### src/rtl/pwm_timer_pkg.sv
package pwm_timer_pkg;
  // control-word bit positions
  localparam int CFG_STICKY = 8;
  localparam int CFG_ZERO   = 9;
  localparam int CFG_DEGL   = 10;
  localparam int CFG_ALWAYS = 12;
  localparam int CFG_ONCE   = 13;
  localparam int CFG_PEND   = 28;

  // register word indices
  localparam int REG_CFG    = 0;
  localparam int REG_COUNT  = 1;
  localparam int REG_SCALED = 2;
  localparam int REG_CMP0   = 4;

  // comparator rule: a value at or above its threshold is a hit
  function automatic logic at_or_above(input logic [31:0] value, input logic [31:0] thresh);
    return value >= thresh;
  endfunction

  // raw count divided by 2^shift, kept to 32 bits
  function automatic logic [31:0] prescale(input logic [31:0] raw, input logic [4:0] shift);
    return raw >> shift;
  endfunction
endpackage

### src/rtl/pwm_tick_counter.sv
module pwm_tick_counter
  import pwm_timer_pkg::*;
#(
  parameter int CNT_W   = 31,
  parameter int CMP_W   = 16,
  parameter int SCALE_W = 4
) (
  input  logic               clk,
  input  logic               rst_n,
  input  logic               run,
  input  logic               zero_cmp,
  input  logic               deglitch,
  input  logic               period_hit,
  input  logic               load,
  input  logic [CNT_W-1:0]   load_val,
  input  logic [SCALE_W-1:0] scale,
  output logic [CNT_W-1:0]   count,
  output logic [CMP_W-1:0]   scaled,
  output logic               restart,
  output logic               wrap
);
  localparam logic [CNT_W-1:0] CNT_MAX = {CNT_W{1'b1}};

  logic match_q;
  logic [31:0] shifted;

  always_comb begin
    shifted = prescale(32'(count), 5'(scale));
    scaled  = shifted[CMP_W-1:0];
  end

  // period end: immediately on the hit, or one clock later with deglitch
  assign restart = run && zero_cmp && (deglitch ? match_q : period_hit);
  assign wrap    = run && (count == CNT_MAX);

  always_ff @(posedge clk or negedge rst_n) begin
    if (!rst_n) begin
      count   <= '0;
      match_q <= 1'b0;
    end else begin
      match_q <= run && zero_cmp && period_hit && !restart;
      if (load)
        count <= load_val;
      else if (restart || wrap)
        count <= '0;
      else if (run)
        count <= count + CNT_W'(1);
    end
  end
endmodule

### src/rtl/pwm_cmp_lane.sv
module pwm_cmp_lane
  import pwm_timer_pkg::*;
#(
  parameter int CMP_W = 16
) (
  input  logic             clk,
  input  logic             rst_n,
  input  logic [CMP_W-1:0] scaled,
  input  logic [CMP_W-1:0] cmp,
  input  logic             sticky,
  input  logic             pend_wr,
  input  logic             pend_wval,
  output logic             hit,
  output logic             pend
);
  assign hit = at_or_above(32'(scaled), 32'(cmp));

  always_ff @(posedge clk or negedge rst_n) begin
    if (!rst_n)
      pend <= 1'b0;
    else if (pend_wr)
      pend <= pend_wval;
    else if (sticky)
      pend <= pend | hit;
    else
      pend <= hit;
  end
endmodule

### src/rtl/pwm_cmp_timer.sv
module pwm_cmp_timer
  import pwm_timer_pkg::*;
#(
  parameter int NCH     = 4,
  parameter int CNT_W   = 31,
  parameter int CMP_W   = 16,
  parameter int SCALE_W = 4,
  parameter int ADDR_W  = 3
) (
  input  logic              clk,
  input  logic              rst_n,
  input  logic              we,
  input  logic [ADDR_W-1:0] addr,
  input  logic [31:0]       wdata,
  output logic [31:0]       rdata,
  output logic [NCH-1:0]    pwm_out,
  output logic [NCH-1:0]    irq_pend
);
  localparam logic [CMP_W-1:0] CMP_RST = {CMP_W{1'b1}};

  // named internal events
  logic               cfg_wr, cnt_wr, run, restart, wrap;
  logic [NCH-1:0]     cmp_wr;
  logic [SCALE_W-1:0] scale_q;
  logic               sticky_q, zero_q, dg_q, always_q, one_q;
  logic [CMP_W-1:0]   cmp_q [NCH];
  logic [CNT_W-1:0]   count;
  logic [CMP_W-1:0]   scaled;
  logic [31:0]        cfg_word;

  assign cfg_wr = we && (addr == ADDR_W'(REG_CFG));
  assign cnt_wr = we && (addr == ADDR_W'(REG_COUNT));
  assign run    = always_q || one_q;

  always_ff @(posedge clk or negedge rst_n) begin
    if (!rst_n) begin
      scale_q  <= '0;
      sticky_q <= 1'b0;
      zero_q   <= 1'b0;
      dg_q     <= 1'b0;
      always_q <= 1'b0;
      one_q    <= 1'b0;
    end else if (cfg_wr) begin
      scale_q  <= wdata[SCALE_W-1:0];
      sticky_q <= wdata[CFG_STICKY];
      zero_q   <= wdata[CFG_ZERO];
      dg_q     <= wdata[CFG_DEGL];
      always_q <= wdata[CFG_ALWAYS];
      one_q    <= wdata[CFG_ONCE];
    end else if (restart || wrap) begin
      one_q    <= 1'b0;
    end
  end

  pwm_tick_counter #(
    .CNT_W(CNT_W), .CMP_W(CMP_W), .SCALE_W(SCALE_W)
  ) u_cnt (
    .clk       (clk),
    .rst_n     (rst_n),
    .run       (run),
    .zero_cmp  (zero_q),
    .deglitch  (dg_q),
    .period_hit(pwm_out[0]),
    .load      (cnt_wr),
    .load_val  (wdata[CNT_W-1:0]),
    .scale     (scale_q),
    .count     (count),
    .scaled    (scaled),
    .restart   (restart),
    .wrap      (wrap)
  );

  for (genvar i = 0; i < NCH; i++) begin : g_lane
    assign cmp_wr[i] = we && (addr == ADDR_W'(REG_CMP0 + i));

    always_ff @(posedge clk or negedge rst_n) begin
      if (!rst_n)
        cmp_q[i] <= CMP_RST;
      else if (cmp_wr[i])
        cmp_q[i] <= wdata[CMP_W-1:0];
    end

    pwm_cmp_lane #(.CMP_W(CMP_W)) u_lane (
      .clk      (clk),
      .rst_n    (rst_n),
      .scaled   (scaled),
      .cmp      (cmp_q[i]),
      .sticky   (sticky_q),
      .pend_wr  (cfg_wr),
      .pend_wval(wdata[CFG_PEND+i]),
      .hit      (pwm_out[i]),
      .pend     (irq_pend[i])
    );
  end

  always_comb begin
    cfg_word              = '0;
    cfg_word[SCALE_W-1:0] = scale_q;
    cfg_word[CFG_STICKY]  = sticky_q;
    cfg_word[CFG_ZERO]    = zero_q;
    cfg_word[CFG_DEGL]    = dg_q;
    cfg_word[CFG_ALWAYS]  = always_q;
    cfg_word[CFG_ONCE]    = one_q;
    for (int i = 0; i < NCH; i++) cfg_word[CFG_PEND+i] = irq_pend[i];
  end

  always_comb begin
    rdata = '0;
    if (addr == ADDR_W'(REG_CFG))    rdata = cfg_word;
    if (addr == ADDR_W'(REG_COUNT))  rdata = 32'(count);
    if (addr == ADDR_W'(REG_SCALED)) rdata = 32'(scaled);
    for (int i = 0; i < NCH; i++)
      if (addr == ADDR_W'(REG_CMP0 + i)) rdata = 32'(cmp_q[i]);
  end
endmodule

### config.mk
export PLATFORM = sky130hd
export DESIGN_NAME = pwm_cmp_timer
export DESIGN_NICKNAME = d
export VERILOG_FILES = /design/src/rtl/pwm_timer_pkg.sv /design/src/rtl/pwm_tick_counter.sv /design/src/rtl/pwm_cmp_lane.sv /design/src/rtl/pwm_cmp_timer.sv
export SDC_FILE = /design/constraint.sdc
export NUM_CORES = 1
export LEC_CHECK = 0
export ABC_CLOCK_PERIOD_IN_PS = 3900
export BUFFER_PORTS_ARGS = -buffer_cell sky130_fd_sc_hd__buf_2
export CAP_MARGIN = 25
export CORE_AREA = 5 5 147 149
export CTS_CLUSTER_SIZE = 16
export DETAILED_ROUTE_END_ITERATION = 10
export DIE_AREA = 0 0 152 154
export GPL_TIMING_DRIVEN = 0
export HOLD_SLACK_MARGIN = 0.1
export MAX_ROUTING_LAYER = met4
export PLACE_DENSITY = 0.73
export SYNTH_ARGS = -nofsm -noshare
export SYNTH_HDL_FRONTEND = slang
export SYNTH_SLANG_ARGS = --single-unit
export TNS_END_PERCENT = 50
### constraint.sdc
create_clock -name clk -period 3.9 [get_ports clk]
set_input_delay 0.78 -clock clk [delete_from_list [all_inputs] [get_ports clk]]
set_output_delay 0.78 -clock clk [all_outputs]
set_load 0.05 [all_outputs]
==> results.toml <==
[grt]
gr-total-overflow = 0
grt_start_max_net_pins = 71
grtUsageTotal = 0.2545
grt_pass1_wl_mm = 45.90
antenna_found_initial = 0
grt_pass1_vias = 8038

[run_status]
violations = "setup timing"
status = "finished with violations"

[worst_setup_path]
reg2reg_to = "u_cnt.count[8]$_DFFE_PN0P_"
rr_worst_depth = 15
crit_start = "scale_q[1]$_DFFE_PN0P_"
crit_path_end_kind = "primary output"
worstReg2RegStart = "scale_q[1]$_DFFE_PN0P_"
rrSetupSlack_ns = -0.15
cp_max_fo = 10
path_class = "flop to primary output"
cp_data_arrival_time_ns = 3.42
critical_path_required_ns = 3.12
crit_path_start_kind = "flop"

[drt]
ant_nets = 0
first_iter_violations = 1101
wl_per_cell_um = 22.26
via_per_inst = 6.113
dr.pass1.iters = 6
num_vias = 8136
routed_wl_mm = 29.63
drcViolationCount = 0

[timing]
tightest_slew_ns = 0.8780
min_period_over_period = 1.077
holdWs_ns = 0.4152
fmax_ghz = 0.2380
finalSetupViolations = 17
hold_violations = 0
slew_viol_final = 0
max-slew-margin-rel = 0.4147
tns_ns = -2.603
rsz0062_at_grt = "true"
fin_crit_ns = 4.201
finalWorstSetupSlack_ns = -0.3015
skew_ns = 0.007867

[logic_synthesis]
synthArstFlopShare = 1.000
synth_most_common_cell = "nand2_1"
synth_area_sq_um = 8836
yosysTopAreaCell = "dfstp_2"
syn_inst = 951
ys.flop_type = "dfstp_2"
yosys_warnings = 0
synth_top_area_frac = 0.1903
synth_area_leaders = "dfstp_2 19%, dfrtp_1 13%, ha_1 9.2%, mux2_2 8.2%, mux4_2 6.6%"
synth_commonest_cells = "122 x nand2_1, 67 x inv_1, 65 x ha_1, 64 x dfstp_2, 64 x mux2_2"
ys_seq_elements = 109
yosysUniqueCellTypes = 65
yosysSeqAreaShare = 0.3178
syn_area_per_cell_sq_um = 9.291
synth_edf_count = 0
synth_nets = 1054

[cts]
cts_tree = "yes"
cts_sinks = 109
cts_made_buffers = 9
worst_setup_hold_path_clk_slew_ns = 0.07
clock_latency_ns = 0.37
htreeDepth = 3
root_buffer = "clkbuf_16"
holdBufCountCts = 0
cts_buffer_depth = 2

[floorplan]
coreArea_sq_um = 20040
core.rowCount = 52
ios = 78
die_y_um = 154
die_w_um = 152
die_area_sq_um = 23410
start_util = 0.4409

[finish]
n_antenna_cell = 0
fin_area_sq_um = 10840
synthToLayoutAreaGrowth_pct = 22.64
final_util = 0.5408
drive_above_1_share = 0.3817
fin_nets = 1159

[power_and_ir_drop]
powerDensity_nw_per_um2 = 758.4
total_power_mw = 8.219
vdd_drop_max_mv = 0.8058
leakage_nw = 4.614

[placed_design]
portBuffers = 75
gp_congestion = 0.9663
placed_cell_area_sq_um = 9579
hpwlAfterDp_mm = 21.60

[worst_hold_path]
worstHoldPathType = "primary input to asynchronous set/reset pin"

[flow_run]
cap_violations = 0
-- sequential cells by signal, indices dropped and copies added, names as in the netlist --
name	count
zero_q	1
sticky_q	1
u_cnt.match_q	1
cmp_q	64
dg_q	1
always_q	1
u_cnt.count	31
g_lane.u_lane.pend	4
one_q	1
scale_q	4
-- cells in the final DEF, fill, tap and decap left out, types with 7 or more instances in the layout --
cell type and instances:
mux2i_1 27, dfstp_2 64, buf_2 89, nand2_1 122, ha_4 10, clkbuf_1 21, xor2_1 13, nand4_1 17
a221oi_1 7, mux4_2 26, o31ai_1 21, mux2_2 59, nand3_1 12, a21o_1 13, buf_4 25, xnor2_1 9
o21ai_0 41, ha_1 54, a21oi_1 35, nor2_1 43, dfrtp_1 44, buf_12 7, o211ai_1 10, inv_1 67
a21oi_2 9, a31oi_4 7, clkbuf_16 9, and2_1 19, o31ai_2 7, mux2i_4 9, nor2_2 10, nor3_1 8
-- critical path, cell delays in order (launching register included) --
cell and delay (ns):
dfrtp_2 0.44, buf_8 0.16, buf_12 0.14, buf_12 0.14, mux4_2 0.34, mux2i_4 0.25, a21oi_2 0.09, buf_6 0.17
ha_1 0.27, a21o_1 0.19, a21o_1 0.17, a21oi_2 0.17, o21ai_2 0.09, a31o_4 0.26, buf_8 0.15
-- worst max-delay path by stage --
| stage | end | slack [ns] | cells past startpoint |
|---|---|---|---|
| floorplan | pwm_out[1] | 0.22 | 13 |
| global placement | pwm_out[1] | -0.72 | 13 |
| detailed placement | pwm_out[1] | -0.76 | 13 |
| CTS | pwm_out[2] | -0.31 | 14 |
| global route | pwm_out[2] | -0.36 | 14 |
| finish | pwm_out[2] | -0.30 | 14 |
-- per-layer routing --
metal | global-route usage | up-vias | wire (um)
met5 | - | - | 0
met4 | 0.1074 | 0 | 1327
met3 | 0.03710 | 107 | 2446
met2 | 0.3825 | 480 | 13320
met1 | 0.3451 | 3921 | 12540
li1 | - | 3628 | -
-- layout make-up --
type / count / area (sq um)
buffer: 69 / 459.2
clock buffer: 11 / 232.7
clock inverter: 5 / 27.53
fill: 1797 / 9203
inverter: 68 / 255.2
multi-input combinational: 700 / 6011
sequential: 109 / 2809
tap: 270 / 337.8
timing repair buffer: 99 / 704.4
-- what timing repair did --
action                     4_1_cts  5_1_grt
pin swaps                       35       20
cloned                           2        0
resized for setup              114       49
setup buffers                   16        5
setup endpoints to repair       41       37
-- report_power, final --
part           total, mW  internal (mW)  switching, mW
registers           1.97           1.56          0.404
logic               5.36           2.38           2.98
clock network      0.892          0.432          0.459
-- cells by family after synthesis --
logic type,after synthesis,share of synthesized area
flops,109,0.3178
simple gates,272,0.1450
mux,129,0.1920
compound gates,212,0.1573
xor+xnor,22,0.02181
buf+inv,142,0.07406
fa+ha+maj,65,0.09204
-- through the flow --
step | setup WS (ns) | cells
after floorplan | 0.2176 | 951
after global placement | -0.7227 | 1296
after detailed placement | -0.7621 | 1297
after CTS | -0.3066 | 1326
after global routing | -0.3592 | 1331
final | -0.3015 | 1331
No activity file was read; power rests on OpenSTA's default activity.
